**config.mk**
```make
export PLATFORM = sky130hd
export DESIGN_NAME = i2c_gc_slave
export DESIGN_NICKNAME = d
export VERILOG_FILES = /design/src/rtl/i2cs_pkg.sv /design/src/rtl/i2cs_datapath.sv /design/src/rtl/i2cs_control.sv /design/src/rtl/i2c_gc_slave.sv
export SDC_FILE = /design/constraint.sdc
export NUM_CORES = 1
export LEC_CHECK = 0
export ABC_AREA = 1
export CAP_MARGIN = 10
export CORE_ASPECT_RATIO = 1.2
export CORE_MARGIN = 1.5
export CORE_UTILIZATION = 48
export CTS_CLUSTER_DIAMETER = 200
export DETAILED_ROUTE_END_ITERATION = 12
export PLACE_DENSITY = 0.76
export SLEW_MARGIN = 20
export SYNTH_ARGS = -nofsm -noshare
export SYNTH_HDL_FRONTEND = slang
export SYNTH_HIERARCHICAL = 1
export SYNTH_SLANG_ARGS = --single-unit
```
**constraint.sdc**
```tcl
create_clock -name clk -period 1.9 [get_ports clk]
set_clock_uncertainty 0.15 [all_clocks]
set_input_delay 0.285 -clock clk [delete_from_list [all_inputs] [get_ports clk]]
set_output_delay 0.285 -clock clk [all_outputs]
set_load 0.005 [all_outputs]
```
**src/rtl/i2cs_pkg.sv**
```systemverilog
package i2cs_pkg;

  typedef enum logic [2:0] {
    S_IDLE, S_ADDR, S_ADDR_ACK, S_RX, S_RX_ACK, S_TX, S_TX_ACK, S_WAIT_STOP
  } slvState_e;

  localparam logic [7:0] ST_OWN_W   = 8'h60;
  localparam logic [7:0] ST_GC_W    = 8'h70;
  localparam logic [7:0] ST_RX_ACK  = 8'h80;
  localparam logic [7:0] ST_RX_NACK = 8'h88;
  localparam logic [7:0] ST_END     = 8'hA0;
  localparam logic [7:0] ST_OWN_R   = 8'hA8;
  localparam logic [7:0] ST_TX_ACK  = 8'hB8;
  localparam logic [7:0] ST_TX_NACK = 8'hC0;
  localparam logic [7:0] ST_NONE    = 8'hF8;

  // strobes from control to datapath
  typedef struct packed {
    logic clrCnt;
    logic shift;
    logic load;
    logic latchRx;
    logic latchAck;
  } dpCtl_t;

  // conditions from datapath to control
  typedef struct packed {
    logic start;
    logic stop;
    logic sclRise;
    logic sclFall;
    logic byteDone;
    logic ownHit;
    logic gcHit;
    logic rw;
    logic txBit;
    logic mAck;
  } dpEvt_t;

endpackage

```
**src/rtl/i2cs_datapath.sv**
```systemverilog
module i2cs_datapath
  import i2cs_pkg::*;
#(
  parameter int DATA_W      = 8,
  parameter int SYNC_STAGES = 2
) (
  input  logic              clk,
  input  logic              rstN,
  input  logic              sclIn,
  input  logic              sdaIn,
  input  logic [DATA_W-2:0] ownAddr,
  input  logic [DATA_W-1:0] txData,
  input  dpCtl_t            ctl,
  output dpEvt_t            evt,
  output logic [DATA_W-1:0] rxData
);
  localparam int CNT_W = $clog2(DATA_W + 1);

  logic [SYNC_STAGES-1:0] sclSync, sdaSync;
  logic sclS, sdaS, sclPrev, sdaPrev;
  logic [DATA_W-1:0] shReg, rxQ;
  logic [CNT_W-1:0]  bitCnt;
  logic              ackQ;

  always_ff @(posedge clk or negedge rstN) begin
    if (!rstN) begin
      sclSync <= '1;
      sdaSync <= '1;
      sclPrev <= 1'b1;
      sdaPrev <= 1'b1;
    end else begin
      sclSync <= {sclSync[SYNC_STAGES-2:0], sclIn};
      sdaSync <= {sdaSync[SYNC_STAGES-2:0], sdaIn};
      sclPrev <= sclS;
      sdaPrev <= sdaS;
    end
  end

  assign sclS = sclSync[SYNC_STAGES-1];
  assign sdaS = sdaSync[SYNC_STAGES-1];

  always_ff @(posedge clk or negedge rstN) begin
    if (!rstN) begin
      shReg  <= '0;
      rxQ    <= '0;
      bitCnt <= '0;
      ackQ   <= 1'b1;
    end else begin
      if (ctl.load)       shReg <= txData;
      else if (ctl.shift) shReg <= {shReg[DATA_W-2:0], sdaS};
      if (ctl.clrCnt)     bitCnt <= '0;
      else if (evt.sclRise && bitCnt != CNT_W'(DATA_W)) bitCnt <= bitCnt + 1'b1;
      if (ctl.latchRx)    rxQ  <= shReg;
      if (ctl.latchAck)   ackQ <= sdaS;
    end
  end

  always_comb begin
    evt.start    = sclS && sclPrev && sdaPrev && !sdaS;
    evt.stop     = sclS && sclPrev && !sdaPrev && sdaS;
    evt.sclRise  = sclS && !sclPrev;
    evt.sclFall  = !sclS && sclPrev;
    evt.byteDone = (bitCnt == CNT_W'(DATA_W));
    evt.ownHit   = (shReg[DATA_W-1:1] == ownAddr);
    evt.gcHit    = (shReg[DATA_W-1:1] == '0) && !shReg[0];
    evt.rw       = shReg[0];
    evt.txBit    = shReg[DATA_W-1];
    evt.mAck     = !ackQ;
  end

  assign rxData = rxQ;
endmodule

```
**src/rtl/i2cs_control.sv**
```systemverilog
module i2cs_control
  import i2cs_pkg::*;
(
  input  logic       clk,
  input  logic       rstN,
  input  logic       ackEn,
  input  logic       flagClr,
  input  dpEvt_t     evt,
  output dpCtl_t     ctl,
  output logic       sdaOe,
  output logic       sclOe,
  output logic       irqFlag,
  output logic [7:0] status
);
  slvState_e state;
  logic flagQ, holdQ, ackDrvQ, txActQ, rdQ, gcQ, ackedQ;
  logic [7:0] statusQ;
  logic clrEv, addressed;

  assign clrEv     = flagClr && flagQ;
  assign addressed = state inside {S_RX, S_RX_ACK, S_TX, S_TX_ACK, S_WAIT_STOP};

  always_comb begin
    ctl.load     = clrEv && state == S_TX && !txActQ;
    ctl.shift    = (evt.sclRise && (state == S_ADDR || state == S_RX) && !evt.byteDone) ||
                   (evt.sclFall && state == S_TX && txActQ && !evt.byteDone);
    ctl.clrCnt   = evt.start || ctl.load ||
                   (evt.sclFall && (state == S_ADDR_ACK || state == S_RX_ACK));
    ctl.latchRx  = evt.sclFall && state == S_RX && evt.byteDone;
    ctl.latchAck = evt.sclRise && state == S_TX_ACK;
  end

  always_ff @(posedge clk or negedge rstN) begin
    if (!rstN) begin
      state   <= S_IDLE;
      flagQ   <= 1'b0;
      holdQ   <= 1'b0;
      statusQ <= ST_NONE;
      ackDrvQ <= 1'b0;
      txActQ  <= 1'b0;
      rdQ     <= 1'b0;
      gcQ     <= 1'b0;
      ackedQ  <= 1'b0;
    end else begin
      if (clrEv) begin
        flagQ <= 1'b0;
        holdQ <= 1'b0;
      end
      if (evt.start || evt.stop) begin
        if (addressed) begin
          flagQ   <= 1'b1;
          holdQ   <= 1'b0;
          statusQ <= ST_END;
        end
        ackDrvQ <= 1'b0;
        txActQ  <= 1'b0;
        state   <= evt.start ? S_ADDR : S_IDLE;
      end else begin
        unique case (state)
          S_IDLE: ;
          S_ADDR:
            if (evt.sclFall && evt.byteDone) begin
              if (ackEn && (evt.ownHit || evt.gcHit)) begin
                ackDrvQ <= 1'b1;
                rdQ     <= evt.rw;
                gcQ     <= evt.gcHit;
                state   <= S_ADDR_ACK;
              end else begin
                state <= S_IDLE;
              end
            end
          S_ADDR_ACK:
            if (evt.sclFall) begin
              ackDrvQ <= 1'b0;
              flagQ   <= 1'b1;
              holdQ   <= 1'b1;
              statusQ <= rdQ ? ST_OWN_R : (gcQ ? ST_GC_W : ST_OWN_W);
              state   <= rdQ ? S_TX : S_RX;
            end
          S_RX:
            if (evt.sclFall && evt.byteDone) begin
              ackDrvQ <= ackEn;
              ackedQ  <= ackEn;
              state   <= S_RX_ACK;
            end
          S_RX_ACK:
            if (evt.sclFall) begin
              ackDrvQ <= 1'b0;
              flagQ   <= 1'b1;
              holdQ   <= 1'b1;
              statusQ <= ackedQ ? ST_RX_ACK : ST_RX_NACK;
              state   <= ackedQ ? S_RX : S_IDLE;
            end
          S_TX:
            if (ctl.load) begin
              txActQ <= 1'b1;
            end else if (evt.sclFall && evt.byteDone && txActQ) begin
              txActQ <= 1'b0;
              state  <= S_TX_ACK;
            end
          S_TX_ACK:
            if (evt.sclFall) begin
              flagQ   <= 1'b1;
              holdQ   <= 1'b1;
              statusQ <= evt.mAck ? ST_TX_ACK : ST_TX_NACK;
              state   <= evt.mAck ? S_TX : S_WAIT_STOP;
            end
          S_WAIT_STOP: ;
          default: state <= S_IDLE;
        endcase
      end
    end
  end

  assign sdaOe   = ackDrvQ || (txActQ && !evt.txBit);
  assign sclOe   = flagQ && holdQ;
  assign irqFlag = flagQ;
  assign status  = statusQ;
endmodule

```
**src/rtl/i2c_gc_slave.sv**
```systemverilog
module i2c_gc_slave
  import i2cs_pkg::*;
#(
  parameter int DATA_W      = 8,
  parameter int SYNC_STAGES = 2
) (
  input  logic              clk,
  input  logic              rstN,
  input  logic              sclIn,
  input  logic              sdaIn,
  output logic              sclOe,
  output logic              sdaOe,
  input  logic [DATA_W-2:0] ownAddr,
  input  logic              ackEn,
  input  logic [DATA_W-1:0] txData,
  output logic [DATA_W-1:0] rxData,
  output logic              irqFlag,
  output logic [7:0]        status,
  input  logic              flagClr
);
  dpCtl_t ctl;
  dpEvt_t evt;

  i2cs_datapath #(.DATA_W(DATA_W), .SYNC_STAGES(SYNC_STAGES)) uDp (
    .clk(clk), .rstN(rstN), .sclIn(sclIn), .sdaIn(sdaIn), .ownAddr(ownAddr),
    .txData(txData), .ctl(ctl), .evt(evt), .rxData(rxData)
  );

  i2cs_control uCtl (
    .clk(clk), .rstN(rstN), .ackEn(ackEn), .flagClr(flagClr), .evt(evt), .ctl(ctl),
    .sdaOe(sdaOe), .sclOe(sclOe), .irqFlag(irqFlag), .status(status)
  );
endmodule

```
; Yosys cells after proc, flatten, opt, wreduce, memory -nomap -nowiden
; Index checks and enable logic that the tools add are counted.
[op_classes]
addsub = 1
mul = 0
div_mod_pow = 0
order_cmp = 0
eq_ne = 20
shift = 0
muxes = 48
bitwise = 1
n_reduce_logical = 59
[op_table]
columns = cell, count
row1 = 2-to-1 mux 8 bit, 8
row2 = 2-to-1 mux 3 bit, 9
row3 = logical AND 1 bit, 26
row4 = case mux 8 bit (3 select lines), 1
row5 = 2-to-1 mux 1 bit, 20
row6 = case mux 3 bit (6 select lines), 1
row7 = "!= test 3 bit, second input constant", 5
row8 = "== test 3 bit, second input constant", 4
row9 = 2-to-1 mux 4 bit, 3
row10 = AND reduction 5 bit, 2
row11 = "!= test 3 x 2 -> 1 bit, second input constant", 3
row12 = zero test 1 bit, 8
row13 = logical OR 1 bit, 8
row14 = AND reduction 8 bit, 1
row15 = nonzero test 4 bit, 2
row16 = == test 7 bit, 1
row17 = zero test 7 bit, 1
row18 = 2-to-1 mux 7 bit, 1
row19 = nonzero test 7 bit, 1
row20 = "== test 3 x 2 -> 1 bit, second input constant", 2
row21 = 2-to-1 mux 2 bit, 3
row22 = nonzero test 2 bit, 3
row23 = 2-to-1 mux 5 bit, 1
row24 = nonzero test 5 bit, 1
row25 = 14 further kinds, 14
[word_totals]
regBits = 45
latch_bits = 0
ramBits = 0
romBits = 0
input_bits = 21
out_inout_bits = 19
wordCells = 146
memories = 0

; Longest topological paths before layout
[logic_depth]
ltp_word = 8
ltp_mapped = 12
mapped_depth_nobuf = 12

; By module
; The synthesis kept the hierarchy.
[modules_own_cells]
columns = module, instances, cells_each, area_each_um2, seq_area_each_um2
row1 = i2cs_datapath, 1, 138, 1248.7, 684.4
row2 = i2cs_control, 1, 155, 1062.3, 381.6

; Least setup slack after synthesis
; OpenSTA, ideal clock, no wires.
[synth_path]
kind = reg-to-reg
start = register uDp.sclPrev
end = register uDp.rxQ[1], in the netlist uDp/rxData[1]
setup_time_ns = 0.125
arrival_ns = 1.630
setup_slack_ns = -0.004
stages_incl_launch_ff = 6
n_path_buf = 0
period_less_slack_ns = 1.904
path_cell_list = dfstp_2 > inv_1 > nor2_1 > nand2_1 > nor2_1 > mux2_2
[synth_lines]
columns = item, line_no
row1 = start: declaration, i2cs_datapath.sv:20  ; logic sclS, sdaS, sclPrev, sdaPrev;
row2 = start signal: assignment, i2cs_datapath.sv:34  ; sclPrev <= sclS;
row3 = end signal: assignment, i2cs_datapath.sv:53  ; if (ctl.latchRx) rxQ <= shReg;
row4 = end: declaration, i2cs_datapath.sv:21  ; logic [DATA_W-1:0] shReg, rxQ;

==> flow_summary.ini <==
[run_status]
outcome = finished, final reports clean

[sta]
setup_slack_ns = 0.05779
finalHoldViolCount = 0
holdWs_ns = 0.2111
setup_tns_ns = 0
period_share_pct = 96.96
rsz0062_at_grt = true
fmax_mhz = 542.8
maxSlewViolCount = 0
setup_viol = 0
fin_crit_ns = 1.842

[die]
die_h_um = 79.01
design.core.area_sq_um = 4594
rows = 27
dieArea_sq_um = 5242
io_pins = 40
initial_core_util_pct = 50.30
die-width_um = 66.34

[place]
io_buffers = 36
routabilityCongestion = 0.9108
place_ws_ns = -0.06331
dpl.hpwl_mm = 3.997

[finish]
n_antenna_cell = 0
layout.nets = 377
final_util_pct = 67.86
drive_above_1_share_pct = 24.23
syn_to_final_growth_pct = 34.92

[power_and_ir_drop]
pwr-share-clk_pct = 24.2
ir_worst_vdd_uv = 595.2
pwr-share-seq_pct = 37.0
p_sw_share_pct = 35.68
total_power_w = 0.003592
p_int_w = 0.002310
p_comb_share_pct = 38.8
power.density_nw_per_um2 = 1152
p_switching_w = 0.001282
p_leak_nw = 1.483

[route]
wl_per_cell_um = 13.52
dr.pass1.iters = 4
drtIter0Drc = 136
ant_nets = 0
drt-vias-per-instance = 5.109
drc = 0
num_vias = 2110
wirelength_mm = 5.585

[grt]
grt_pass1_vias = 2130
antenna_found_initial = 0
grt_max_degree = 22
grt_pass1_wl_mm = 9.135
grt.overflow.total = 0
grtUsageTotal_pct = 22.76

[min_path]
min_path_type = reg -> reg

[logic_synthesis]
yosysWarnings = 6
ys_types = 33
synth_area_sq_um = 2311
synthCells = 293
ys_seq_area_share_pct = 46.13
synth-seq-cells = 42
synth.avg_cell_area_sq_um = 7.887

[setup_path]
crit_type = reg -> reg
end_kind = flip-flop
worstPathRequired_ns = 1.97
startpoint_type = flip-flop
critical_path_arrival_ns = 1.92
path_max_fanout = 7

[cts]
path_clk_slew_ns = 0.08
cts_tree = done
clkLatencyLatePin_ns = 0.30
cts_root_buf = clkbuf_8
htreeDepth = 2
clk_path_buf_depth = 2
clock-sinks = 42
cts_buffers = 5

[run]
cap_violations = 0
==> registers in the layout, summed over array words and instances, names as in the netlist, 2 cells and up <==
signal and count:
uDp/bitCnt 4, uDp/sclSync 2, uCtl/state 3, uDp/sdaSync 2, uDp/rxData 8, uDp/shReg 8
uCtl/status 5
==> stage by stage <==
stage / cells / instance area, sq um
after floorplan: 295 / 2321
after global routing: 413 / 3118
after detailed placement: 399 / 2823
after global placement: 399 / 2823
after CTS: 409 / 2985
final: 413 / 3118
==> cell usage after synthesis <==
cell / n / area share (%)
nand2_2: 4 / 1.1
o21a_1: 1 / 0.32
a21oi_4: 1 / 0.70
a211oi_1: 1 / 0.32
o21bai_1: 1 / 0.32
or2_2: 1 / 0.27
buf_4: 8 / 2.6
nand4_1: 4 / 1.1
a21oi_1: 12 / 2.6
dfrtp_1: 30 / 32
inv_2: 4 / 0.65
mux2_2: 3 / 1.5
nor2_2: 5 / 1.4
xor2_1: 2 / 0.76
nor3_1: 2 / 0.43
a21oi_2: 1 / 0.38
buf_6: 1 / 0.49
ha_1: 2 / 1.1
inv_1: 33 / 5.4
dfstp_2: 12 / 14
nor2_4: 4 / 1.9
nand2_4: 1 / 0.49
o21ai_0: 11 / 2.4
nand3_1: 25 / 5.4
o221ai_1: 3 / 1.1
nor2_1: 26 / 4.2
nand2_1: 82 / 13
conb_1: 1 / 0.16
o21ai_1: 3 / 0.65
o211ai_1: 3 / 0.97
o22ai_1: 2 / 0.54
xnor2_1: 3 / 1.1
buf_2: 1 / 0.22
==> critical path, cell delays in order (launching register included) <==
cell     delay, ns
dfstp_2       0.62
nand2_4       0.08
nor3_2        0.10
buf_4         0.15
nor2_4        0.06
buf_4         0.15
a21oi_4       0.24
nor2_4        0.07
o21ai_1       0.07
nand2_1       0.07
==> cell usage in the layout (no fill, tap or decap), types with 6 or more instances in the layout <==
cell	instances
inv_1	32
nand2_2	7
o21ai_0	11
clkbuf_8	6
clkdlybuf4s50_1	34
nand2_1	78
dfstp_2	12
buf_4	23
a21oi_1	11
nor2_1	23
nor2_4	10
dfrtp_1	29
nand3_1	21
==> cell families (layout without fill, tap and decap cells) <==
family	Yosys count	count (layout)	share of synthesized area, %
other	1	3	0.1623
adder cells (fa/ha/maj)	2	2	1.083
AO/OA/AOI/OAI	39	39	10.34
multiplexers	3	3	1.462
AND/OR/NAND/NOR	154	155	29.62
buffers and inverters	47	106	9.312
XOR/XNOR	5	5	1.895
flip-flops	42	42	46.13
==> power by group through the flow <==
stage	Sequential [W]	Combinational (W)	Clock [W]
detailed placement	0.00134	0.00130	0
global placement	0.00133	0.00127	0
CTS	0.00132	0.00131	0.000892
floorplan	0.00129	0.000910	0
finish	0.00133	0.00139	0.000868
global route	0.00136	0.00157	0.000927
==> cell type report <==
class	instances	area, sq um
clock buffers	6	82.58
clock inverters	2	60.06
fillers	388	1476
inverters	37	138.9
multi-input cells	207	1145
flip-flops and latches	42	1067
well taps	58	72.57
repair buffers	61	551.8
==> path summary, 6_finish.rpt <==
path,start,to,slack [ns],cells after the start
min in group asynchronous,rstN,uCtl/state[1],0.33,2
max in group asynchronous,rstN,uDp/sclSync[0],0.67,3
worst max register to register,uDp/sclSync[1],uCtl/status[7],0.06,9
worst min register to register,uDp/sclSync[0],uDp/sclSync[1],0.21,0
worst min-delay path,uDp/sclSync[0],uDp/sclSync[1],0.21,0
worst max-delay path,uDp/sclSync[1],uCtl/status[7],0.06,9
==> routing by layer <==
metal / wire [um] / track usage (%) / share of wire (%) / up-vias
li1: - / - / - / 1050
met1: 2286 / 25.60 / 41 / 972
met2: 2895 / 40.90 / 52 / 71
met3: 233 / 4.391 / 4.2 / 17
met4: 170 / 10.00 / 3.0 / 0
met5: 0 / 0 / 0 / -
==> what timing repair did <==
item,4_1_cts,5_1_grt
pin swaps,0,6
hold endpoints to repair,19,0
endpoints found under the setup margin,9,27
hold buffers,1,0
cloned,0,1
gates resized for setup,1,25
setup buffers,1,3
(Power assumes the default switching activity.)
